### src/rtl/chan_fetch_pkg.sv
package chan_fetch_pkg;

   localparam int unsigned CMD_W      = 32;
   localparam int unsigned ORD_W      = 8;
   localparam int unsigned BA_FIELD_W = 22;
   localparam int unsigned JT_FIELD_W = 19;
   localparam logic [3:0]  JUMP_NIBBLE = 4'b1000;

   typedef enum logic [2:0] {
      FS_IDLE,
      FS_REQ,
      FS_WAIT,
      FS_LOADED,
      FS_ERRH
   } fetch_state_e;

endpackage

### src/rtl/cmd_word_decode.sv
module cmd_word_decode
   import chan_fetch_pkg::*;
#(
   parameter logic [ORD_W-1:0] RDBACK_CODE     = 8'h0C,
   parameter bit               JUMP_HI_IGNORED = 1'b1
) (
   input  logic [CMD_W-1:0]      word,
   output logic [ORD_W-1:0]      order,
   output logic                  is_jump,
   output logic                  is_rdback,
   output logic [BA_FIELD_W-1:0] ba_field,
   output logic [JT_FIELD_W-1:0] jt_field
);

   localparam int unsigned ORD_LSB = CMD_W - ORD_W;

   assign order    = word[CMD_W-1:ORD_LSB];
   assign ba_field = word[BA_FIELD_W-1:0];
   assign jt_field = word[JT_FIELD_W-1:0];

   generate
      if (JUMP_HI_IGNORED) begin : g_jump_nibble
         assign is_jump = (order[3:0] == JUMP_NIBBLE);
      end else begin : g_jump_full
         assign is_jump = (order == {{(ORD_W-4){1'b0}}, JUMP_NIBBLE});
      end
   endgenerate

   assign is_rdback = !is_jump && (order == RDBACK_CODE);

   logic unused_gap;
   assign unused_gap = ^word[ORD_LSB-1:BA_FIELD_W];

endmodule

### src/rtl/cmd_addr_reg.sv
module cmd_addr_reg #(
   parameter int unsigned CAW = 19
) (
   input  logic           clk,
   input  logic           rst_n,
   input  logic           clr,
   input  logic           ld_start,
   input  logic [CAW-1:0] start_val,
   input  logic           ld_jump,
   input  logic [CAW-1:0] jump_val,
   input  logic           inc,
   output logic [CAW:0]   word_addr
);

   logic [CAW-1:0] cad;

   always_ff @(posedge clk or negedge rst_n) begin
      if (!rst_n) begin
         cad <= '0;
      end else if (clr) begin
         cad <= '0;
      end else if (ld_start) begin
         cad <= start_val;
      end else if (ld_jump) begin
         cad <= jump_val;
      end else if (inc) begin
         cad <= cad + 1'b1;
      end
   end

   assign word_addr = {cad, 1'b0};

   // one accepted fetch moves the pointer to the next doubleword
   a_r3_advance_one_dw: assert property (@(posedge clk) disable iff (!rst_n)
      (inc && !clr && !ld_start && !ld_jump) |=> (word_addr == $past(word_addr) + 2'd2));

endmodule

### src/rtl/fetch_ctrl.sv
module fetch_ctrl
   import chan_fetch_pkg::*;
(
   input  logic clk,
   input  logic rst_n,
   input  logic start,
   input  logic halt,
   input  logic chan_rst,
   input  logic next_req,
   input  logic next_dchain,
   input  logic mem_req_ready,
   input  logic mem_rsp_valid,
   input  logic dec_is_jump,
   output logic mem_req_valid,
   output logic ld_start,
   output logic ld_jump,
   output logic inc,
   output logic ld_cmd,
   output logic ld_order,
   output logic dev_busy,
   output logic ctl_err,
   output logic cmd_loaded,
   output logic order_pulse
);

   fetch_state_e state;
   logic drain;
   logic jump_prev;
   logic dchain;
   logic abort;
   logic hs;
   logic rsp_take;

   assign abort         = halt || chan_rst;
   assign mem_req_valid = (state == FS_REQ) && !drain;
   assign hs            = mem_req_valid && mem_req_ready;
   assign inc           = hs;
   assign ld_start      = (state == FS_IDLE) && start && !abort;
   assign rsp_take      = (state == FS_WAIT) && mem_rsp_valid && !abort;
   assign ld_jump       = rsp_take && dec_is_jump && !jump_prev;
   assign ld_cmd        = rsp_take && !dec_is_jump;
   assign ld_order      = ld_cmd && !dchain;

   always_ff @(posedge clk or negedge rst_n) begin
      if (!rst_n) begin
         drain <= 1'b0;
      end else if (abort && (hs || ((state == FS_WAIT) && !mem_rsp_valid))) begin
         drain <= 1'b1;
      end else if (drain && mem_rsp_valid) begin
         drain <= 1'b0;
      end
   end

   always_ff @(posedge clk or negedge rst_n) begin
      if (!rst_n) begin
         cmd_loaded  <= 1'b0;
         order_pulse <= 1'b0;
      end else begin
         cmd_loaded  <= ld_cmd;
         order_pulse <= ld_order;
      end
   end

   always_ff @(posedge clk or negedge rst_n) begin
      if (!rst_n) begin
         state     <= FS_IDLE;
         jump_prev <= 1'b0;
         dchain    <= 1'b0;
         ctl_err   <= 1'b0;
         dev_busy  <= 1'b0;
      end else if (chan_rst) begin
         state     <= FS_IDLE;
         jump_prev <= 1'b0;
         dchain    <= 1'b0;
         ctl_err   <= 1'b0;
         dev_busy  <= 1'b0;
      end else if (halt) begin
         if (state != FS_ERRH) begin
            state <= FS_IDLE;
         end
         dev_busy <= 1'b0;
      end else begin
         unique case (state)
            FS_IDLE: begin
               if (start) begin
                  dev_busy  <= 1'b1;
                  jump_prev <= 1'b0;
                  dchain    <= 1'b0;
                  state     <= FS_REQ;
               end
            end
            FS_REQ: begin
               if (hs) begin
                  state <= FS_WAIT;
               end
            end
            FS_WAIT: begin
               if (mem_rsp_valid) begin
                  if (dec_is_jump && jump_prev) begin
                     ctl_err  <= 1'b1;
                     dev_busy <= 1'b0;
                     state    <= FS_ERRH;
                  end else if (dec_is_jump) begin
                     jump_prev <= 1'b1;
                     state     <= FS_REQ;
                  end else begin
                     jump_prev <= 1'b0;
                     state     <= FS_LOADED;
                  end
               end
            end
            FS_LOADED: begin
               if (next_req) begin
                  dchain <= next_dchain;
                  state  <= FS_REQ;
               end
            end
            FS_ERRH: begin
               state <= FS_ERRH;
            end
            default: state <= FS_IDLE;
         endcase
      end
   end

   // busy only ever rises after a start request
   a_r2_busy_needs_start: assert property (@(posedge clk) disable iff (!rst_n)
      $rose(dev_busy) |-> $past(start));

   // the error halt persists until a channel reset
   a_r8_err_sticky: assert property (@(posedge clk) disable iff (!rst_n)
      (ctl_err && !chan_rst) |=> ctl_err);

   // channel reset clears error and busy
   a_r10_chan_rst_clears: assert property (@(posedge clk) disable iff (!rst_n)
      chan_rst |=> (!ctl_err && !dev_busy));

endmodule

### src/rtl/dev_order_regs.sv
module dev_order_regs
   import chan_fetch_pkg::*;
#(
   parameter int unsigned BAW = 22
) (
   input  logic                  clk,
   input  logic                  rst_n,
   input  logic                  clr,
   input  logic                  ld_cmd,
   input  logic                  ld_order,
   input  logic [ORD_W-1:0]      order_in,
   input  logic                  rdback_in,
   input  logic [BA_FIELD_W-1:0] ba_in,
   output logic [ORD_W-1:0]      dev_order,
   output logic [BAW-1:0]        byte_addr,
   output logic                  backward
);

   always_ff @(posedge clk or negedge rst_n) begin
      if (!rst_n) begin
         dev_order <= '0;
         byte_addr <= '0;
         backward  <= 1'b0;
      end else if (clr) begin
         dev_order <= '0;
         byte_addr <= '0;
         backward  <= 1'b0;
      end else if (ld_cmd) begin
         byte_addr <= ba_in[BAW-1:0];
         if (ld_order) begin
            dev_order <= order_in;
            backward  <= rdback_in;
         end
      end
   end

   // a data-chained load keeps order and direction
   a_r5_chain_keeps_order: assert property (@(posedge clk) disable iff (!rst_n)
      (ld_cmd && !ld_order && !clr) |=> ($stable(dev_order) && $stable(backward)));

endmodule

### src/rtl/chan_cmd_fetch.sv
module chan_cmd_fetch
   import chan_fetch_pkg::*;
#(
   parameter int unsigned      CAW             = 19,
   parameter int unsigned      BAW             = 22,
   parameter logic [7:0]       RDBACK_CODE     = 8'h0C,
   parameter bit               JUMP_HI_IGNORED = 1'b1
) (
   input  logic           clk,
   input  logic           rst_n,
   input  logic           start,
   input  logic [31:0]    start_addr,
   input  logic           halt,
   input  logic           chan_rst,
   input  logic           next_req,
   input  logic           next_dchain,
   output logic           mem_req_valid,
   input  logic           mem_req_ready,
   output logic [CAW:0]   mem_req_addr,
   input  logic           mem_rsp_valid,
   input  logic [31:0]    mem_rsp_data,
   output logic           dev_busy,
   output logic [7:0]     dev_order,
   output logic           dev_order_load,
   output logic [BAW-1:0] byte_addr,
   output logic           backward,
   output logic           cmd_loaded,
   output logic           ctl_err
);

   initial begin : cfg_check
      a_cfg_caw: assert (CAW >= 1 && CAW <= JT_FIELD_W)
         else $error("CAW must lie in 1..%0d", JT_FIELD_W);
      a_cfg_baw: assert (BAW >= 1 && BAW <= BA_FIELD_W)
         else $error("BAW must lie in 1..%0d", BA_FIELD_W);
   end

   logic [ORD_W-1:0]      dec_order;
   logic                  dec_is_jump;
   logic                  dec_is_rdback;
   logic [BA_FIELD_W-1:0] dec_ba;
   logic [JT_FIELD_W-1:0] dec_jt;
   logic ld_start, ld_jump, inc, ld_cmd, ld_order;

   logic unused_start_hi;
   assign unused_start_hi = ^start_addr[31:CAW];

   cmd_word_decode #(
      .RDBACK_CODE     (RDBACK_CODE),
      .JUMP_HI_IGNORED (JUMP_HI_IGNORED)
   ) u_dec (
      .word      (mem_rsp_data),
      .order     (dec_order),
      .is_jump   (dec_is_jump),
      .is_rdback (dec_is_rdback),
      .ba_field  (dec_ba),
      .jt_field  (dec_jt)
   );

   fetch_ctrl u_ctrl (
      .clk           (clk),
      .rst_n         (rst_n),
      .start         (start),
      .halt          (halt),
      .chan_rst      (chan_rst),
      .next_req      (next_req),
      .next_dchain   (next_dchain),
      .mem_req_ready (mem_req_ready),
      .mem_rsp_valid (mem_rsp_valid),
      .dec_is_jump   (dec_is_jump),
      .mem_req_valid (mem_req_valid),
      .ld_start      (ld_start),
      .ld_jump       (ld_jump),
      .inc           (inc),
      .ld_cmd        (ld_cmd),
      .ld_order      (ld_order),
      .dev_busy      (dev_busy),
      .ctl_err       (ctl_err),
      .cmd_loaded    (cmd_loaded),
      .order_pulse   (dev_order_load)
   );

   cmd_addr_reg #(.CAW(CAW)) u_cad (
      .clk       (clk),
      .rst_n     (rst_n),
      .clr       (chan_rst),
      .ld_start  (ld_start),
      .start_val (start_addr[CAW-1:0]),
      .ld_jump   (ld_jump),
      .jump_val  (dec_jt[CAW-1:0]),
      .inc       (inc),
      .word_addr (mem_req_addr)
   );

   dev_order_regs #(.BAW(BAW)) u_regs (
      .clk       (clk),
      .rst_n     (rst_n),
      .clr       (chan_rst),
      .ld_cmd    (ld_cmd),
      .ld_order  (ld_order),
      .order_in  (dec_order),
      .rdback_in (dec_is_rdback),
      .ba_in     (dec_ba),
      .dev_order (dev_order),
      .byte_addr (byte_addr),
      .backward  (backward)
   );

   // Port-level count of reads in flight, used only by the checks below
   logic [1:0] outst;
   always_ff @(posedge clk or negedge rst_n) begin
      if (!rst_n) begin
         outst <= '0;
      end else begin
         outst <= outst + 2'((mem_req_valid && mem_req_ready) ? 1 : 0)
                         - 2'((mem_rsp_valid && outst != 0) ? 1 : 0);
      end
   end

   // never a second request while one is in flight
   a_r9_single_outstanding: assert property (@(posedge clk) disable iff (!rst_n)
      (outst != 0 && !mem_rsp_valid) |-> !(mem_req_valid && mem_req_ready));

   // no memory traffic while the control error is raised
   a_r8_err_quiet: assert property (@(posedge clk) disable iff (!rst_n)
      ctl_err |-> !mem_req_valid);

   // a jump word leaves every device-side register alone
   a_r7_jump_invisible: assert property (@(posedge clk) disable iff (!rst_n)
      (mem_rsp_valid && dec_is_jump && !chan_rst) |=>
         ($stable(dev_order) && $stable(byte_addr) && $stable(backward)
          && !dev_order_load && !cmd_loaded));

   // the order register is only written as part of a command load
   a_r4_load_with_cmd: assert property (@(posedge clk) disable iff (!rst_n)
      dev_order_load |-> cmd_loaded);

endmodule

### config.mk
export PLATFORM = sky130hd
export DESIGN_NAME = chan_cmd_fetch
export DESIGN_NICKNAME = d
export VERILOG_FILES = /design/src/rtl/chan_fetch_pkg.sv /design/src/rtl/cmd_word_decode.sv /design/src/rtl/cmd_addr_reg.sv /design/src/rtl/fetch_ctrl.sv /design/src/rtl/dev_order_regs.sv /design/src/rtl/chan_cmd_fetch.sv
export SDC_FILE = /design/constraint.sdc
export NUM_CORES = 1
export LEC_CHECK = 0
export BUFFER_PORTS_ARGS = -buffer_cell sky130_fd_sc_hd__buf_4
export CORE_MARGIN = 2
export CORE_UTILIZATION = 45
export CTS_CLUSTER_DIAMETER = 60
export DETAILED_ROUTE_END_ITERATION = 10
export PLACE_DENSITY = 0.84
export SYNTH_ARGS = -nofsm -noshare
export SYNTH_HDL_FRONTEND = slang
export SYNTH_SLANG_ARGS = --single-unit
### constraint.sdc
create_clock -name clk -period 3.04 [get_ports clk]
set_input_delay 0.152 -clock clk [delete_from_list [all_inputs] [get_ports clk]]
set_output_delay 0.152 -clock clk [all_outputs]
set_load 0.05 [all_outputs]
# Word-level counts from Yosys, hierarchy flattened
# Cells that the tools add are included.
# totals
register_bits,60
output_inout_bits,56
input_bits,73
# classes
n_mux,46
n_addsub,1
n_eq_ne,18
reduce_logical,40
# ops
cell,n
19-bit two-way mux,4
22-bit two-way mux,2
1-bit two-way mux,24
3-bit two-way mux,8
8-bit two-way mux,3
"19-bit by 1-bit adder with 19-bit output, second input constant",1
"4-bit inequality test, second input constant",4
1-bit logical AND,15
"3-bit inequality test, second input constant",5
3-bit case mux with 5 select lines,1
4-bit AND reduction,3
2-bit nonzero test,6
5-bit AND reduction,2
"8-bit by 4-bit == test with 1-bit output, second input constant",1
4-bit nonzero test,2
"3-bit by 2-bit == test with 1-bit output, second input constant",2
1-bit zero test,6
1-bit case mux with 2 select lines,3
3-bit nonzero test,2
"4-bit == test, second input constant",1
"4-bit by 3-bit inequality test with 1-bit output, second input constant",1
"3-bit by 1-bit == test with 1-bit output, second input constant",1
"3-bit == test, second input constant",1
3-bit zero test,1
5 further kinds,6

# Depth between registers and ports, before layout
# depth
ltp_word,8
mapped_depth,9

# By module
# A second synthesis with hierarchy kept.
# unflattened
cells_unflattened,420
area_unflattened_um2,3920.0
# by_module_without_submodules
module,cells_per_inst,area_each_um2,instances
cmd_addr_reg,195,1595.3,1
dev_order_regs,112,1352.5,1
fetch_ctrl,60,574.3,1
cmd_word_decode,53,397.9,1

# Worst setup path before layout
# OpenSTA, ideal clock, no wires.
# synth_timing
kind,flip-flop to flip-flop
startpoint,reg u_cad.cad[0]
endpoint,reg u_cad.cad[18]
path_stages_with_launch,8
path_buffers,1
setup_time_ns,0.078
period_less_slack_ns,2.214
arrival_time_ns,2.136
slack_ns,0.826
required_ns,2.962
path_cell_list,dfrtp_1 ha_1 and3_1 buf_2 nand4_1 or3_1 a32o_1 a21oi_1
# synth_via
elab_chain_len,5
# synth_rtl
element,line,rtl
"start, declared",cmd_addr_reg.sv:15,logic [CAW-1:0] cad;
"start signal, assigned",cmd_addr_reg.sv:23,cad <= start_val;
"start signal, assigned",cmd_addr_reg.sv:25,cad <= jump_val;
"start signal, assigned",cmd_addr_reg.sv:27,cad <= cad + 1'b1;
19-bit by 1-bit adder with 19-bit output,cmd_addr_reg.sv:27,
19-bit two-way mux,cmd_addr_reg.sv:26,end else if (inc) begin
19-bit two-way mux,cmd_addr_reg.sv:24,end else if (ld_jump) begin
19-bit two-way mux,cmd_addr_reg.sv:22,end else if (ld_start) begin
19-bit two-way mux,cmd_addr_reg.sv:20,end else if (clr) begin
# No other way between the ends. The select of a mux whose other input is x is not followed.
# A chain may end at the register's enable or synchronous reset.

# Worst setup path after layout
# layout_timing
startpoint,reg u_ctrl.state[1]
endpoint,reg u_cad.cad[13]
# layout_via
elab_chain_len,8
word_cells_on_any_way,15
classes_between,2 x eq/ne; 3 x mux; 10 x reduce/logical
# layout_rtl
element,line,rtl
"start, declared",fetch_ctrl.sv:26,fetch_state_e state;
"start signal, assigned",fetch_ctrl.sv:66,state <= FS_IDLE;
"start signal, assigned",fetch_ctrl.sv:72,state <= FS_IDLE;
"start signal, assigned",fetch_ctrl.sv:79,state <= FS_IDLE;
3-bit by 2-bit == test with 1-bit output,fetch_ctrl.sv:39,assign rsp_take = (state == FS_WAIT) && mem_rsp_valid && !abort;
1-bit logical AND (2 in a row),fetch_ctrl.sv:39,
1-bit logical AND (2 in a row),fetch_ctrl.sv:40,assign ld_jump = rsp_take && dec_is_jump && !jump_prev;
19-bit two-way mux,cmd_addr_reg.sv:24,
19-bit two-way mux,cmd_addr_reg.sv:22,
19-bit two-way mux,cmd_addr_reg.sv:20,
# Parallel ways exist; a longest one is shown, timed or not.

==> qor.csv <==
stage,metric,value,unit
detailed_routing,avgViaCountPerCell,5.69,
setup_path,crit_type,reg2reg,
sta,slew_headroom,50.1,%
synth,postSynthNetCount,434,
clock_tree,cts_resized,0,
layout,final_nets,538,
clock_tree,cts_made_buffers,9,
sta,hold_viol_final,0,
power_and_ir_drop,ir_drop,0.232,mV
detailed_routing,drt-initial-drc-count,239,
power_and_ir_drop,p_leak,1.97,nW
setup_path,cp.depth,6,
clock_tree,postCtsHoldBufs,1,
global_route,met2_usage,37.9,%
synth,ys_async_sr_fraction,100,%
die,dieArea,7980,µm²
sta,period_minus_slack,2.48,ns
clock_tree,cts_buffer_depth,2,
synth,synthMuxAreaShare,1.53,%
setup_path,cp_max_fo,15,
place,io_buffers,112,
hold_path,hp-class,in2reg,
setup_path,critPathArrivalTime,2.69,ns
place,placed_area,4120,µm²
detailed_routing,ant_nets,0,
setup_path,required,3.25,ns
layout,multi_input_area,1600,µm²
clock_tree,clk_pin_slew,0.07,ns
synth,synthCells,360,
synth,ys_warn_count,0,
sta,fmax,0.404,GHz
global_route,grt-busiest-layer,met2,
synth,syn_area_per_cell,9.10,µm²
setup_path,critPathBufInv,1,
synth,yosysSeqAreaShare,45.8,%
layout,final_core_util,61.4,%
global_route,grt_overflow,0,
die,start_util,45.9,%
global_route,grt_usage,23.9,%
detailed_routing,vias,3232,
synth,synth_compound_area_share,21.0,%
die,placementRows,31,
synth,synthDistinctLibCells,59,
clock_tree,cts_tree,built,
detailed_routing,wl,9.24,mm
power_and_ir_drop,powerDensity,479,nW/µm²
synth,synth_edf_count,0,
layout,drive_gt1_share,30.9,%
place,gp_congestion,0.878,
hold_path,holdPathStages,3,
setup_path,path_delay_family,simple AND/OR/NAND/NOR gates,
clock_tree,h-tree-depth,3,
setup_path,r2r_cells,6,
synth,synth_top_family_by_area,simple AND/OR/NAND/NOR gates,
sta,tightest_slew,0.749,ns
detailed_routing,drc_errors,0,
sta,rsz0062_at_grt,false,
synth,synthFlopType,dfrtp_1,
sta,finalSetupViolCount,0,
die,pin_count,129,
layout,register_area,1500,µm²
layout,fillCellCount,657,
global_route,grtUsageMet3,5.91,%
global_route,met1_usage,31.7,%
job,drv_cap,0,
setup_path,cp-end-kind,register,
place,dp_hpwl,6.58,mm
sta,final_max_slew_viol_count,0,
synth,synthSimpleGateAreaFrac,23.7,%
synth,synth-adder-area-share,0.382,%
synth,netlist_area,3280,µm²
global_route,grt_pass1_vias,2962,
layout,layout_common_cells,"117 x buf_4, 75 x nand2_1, 60 x dfrtp_1, 32 x o21ai_1, 16 x nor2_1",
global_route,antenna_found_initial,0,
sta,post-route-period-util,81.5,%
die,coreArea,7140,µm²
layout,layout_commonest_cell,buf_4,
clock_tree,cts-root-buf,clkbuf_8,
layout,design_area,4380,µm²
layout,diodes,0,
synth,synthXorXnorAreaFrac,2.14,%
setup_path,startpoint_type,register,
setup_path,slowest_delay,0.66,ns
clock_tree,cts.sinks,60,
sta,setup_tns,0,ns
die,die_h,89.3,µm
status,status,finished clean,
global_route,grt_pass1_wl,14.6,mm
synth,ys_ff_latch,60,
sta,finClkSkew,0.0125,ns
setup_path,crit_chain,nor3b_2 -> and4_1 -> buf_4 -> nor4_1 -> a211oi_1 -> o32ai_2,
layout,area_growth,33.8,%
die,dieWidth,89.3,µm
detailed_routing,routedWlPerCell,16.3,µm
clock_tree,worstSkewPairLatency,0.34,ns
clock_tree,cts_setup_buffers,0,
setup_path,cpMaxStageDelayCell,dfrtp_1,
detailed_routing,first_pass_iters,7,
global_route,grt_max_degree,61,
## layout make-up
class                      instances  share of cell area [%]
multi-input combinational        270                    36.5
tap                               99                    2.83
inverter                           5                   0.428
sequential                        60                    34.2
timing repair buffer             118                    20.3
clock inverter                     4                    2.17
clock buffer                      12                    3.54
## sequential cells by signal (all words and copies together), names as in the netlist
name                cells
u_regs.byte_addr       22
u_cad.cad              19
u_regs.dev_order        8
u_ctrl.state            3
u_ctrl.cmd_loaded       1
u_ctrl.ctl_err          1
u_ctrl.dchain           1
u_ctrl.dev_busy         1
u_ctrl.drain            1
u_ctrl.jump_prev        1
u_ctrl.order_pulse      1
u_regs.backward         1
## per-layer routing
| layer | vias to the layer above | share of wire, % | routed length, µm |
|---|---|---|---|
| met5 | - | 0 | 0 |
| met4 | 0 | 2.4 | 218 |
| met3 | 23 | 8.3 | 763 |
| met2 | 176 | 49 | 4540 |
| met1 | 1514 | 40 | 3720 |
| li1 | 1519 | - | - |
## Yosys cell counts, drive strengths merged, types with 6 or more instances
cell type	count	share of area, %
a21oi	15	2.5
a22oi	9	2.1
buf	14	3.5
clkbuf	11	1.3
dfrtp	60	46
nand2	75	8.6
nand3	12	1.8
nor2	16	1.8
nor3	6	1.3
nor4	6	1.6
o21ai	47	7.6
xnor2	6	1.6
## worst register-to-register path, stage by stage, from the launching register on
cell and delay [ns]:
dfrtp_1 0.66, nor3b_2 0.33, and4_1 0.62, buf_4 0.33
nor4_1 0.08, a211oi_1 0.23, o32ai_2 0.11
## path summary, 6_finish.rpt
kind / slack, ns / endpoint / startpoint
hold reg to reg: 0.53 / u_regs.byte_addr[18] / u_regs.byte_addr[18]
max in group asynchronous: 2.12 / u_regs.byte_addr[1] / rst_n
setup reg to reg: 0.56 / u_cad.cad[13] / u_ctrl.state[1]
setup / recovery: 0.56 / u_cad.cad[13] / u_ctrl.state[1]
hold / removal: 0.03 / u_regs.dev_order[5] / mem_rsp_data[29]
min in group asynchronous: 0.41 / u_regs.byte_addr[4] / rst_n
## logic make-up (layout without fill, tap and decap cells)
| family | after synthesis | count (layout) |
|---|---|---|
| compound gates | 105 | 105 |
| buf+inv | 30 | 139 |
| simple gates | 150 | 150 |
| flops | 60 | 60 |
| other cells | 1 | 1 |
| xor+xnor | 8 | 8 |
| fa+ha+maj | 1 | 1 |
| mux | 5 | 5 |
## power breakdown
group | switching (mW) | leakage (nW) | internal (mW)
clock | 0.316 | 0.127 | 0.589
sequential | 0.0376 | 0.831 | 0.821
combinational | 0.206 | 1.01 | 0.130
## through the flow
step	power [mW]	cells	hold slack [ns]	setup WS (ns)
6_report	2.10	568	0.0292	0.563
2_1_floorplan	1.06	360	-0.144	0.826
4_1_cts	2.11	568	0.0164	0.606
3_3_place_gp	1.20	551	0.269	0.682
5_1_grt	2.18	568	0.0284	0.430
3_5_place_dp	1.21	551	0.271	0.621
Note: power is estimated with default switching activity, not from simulation.
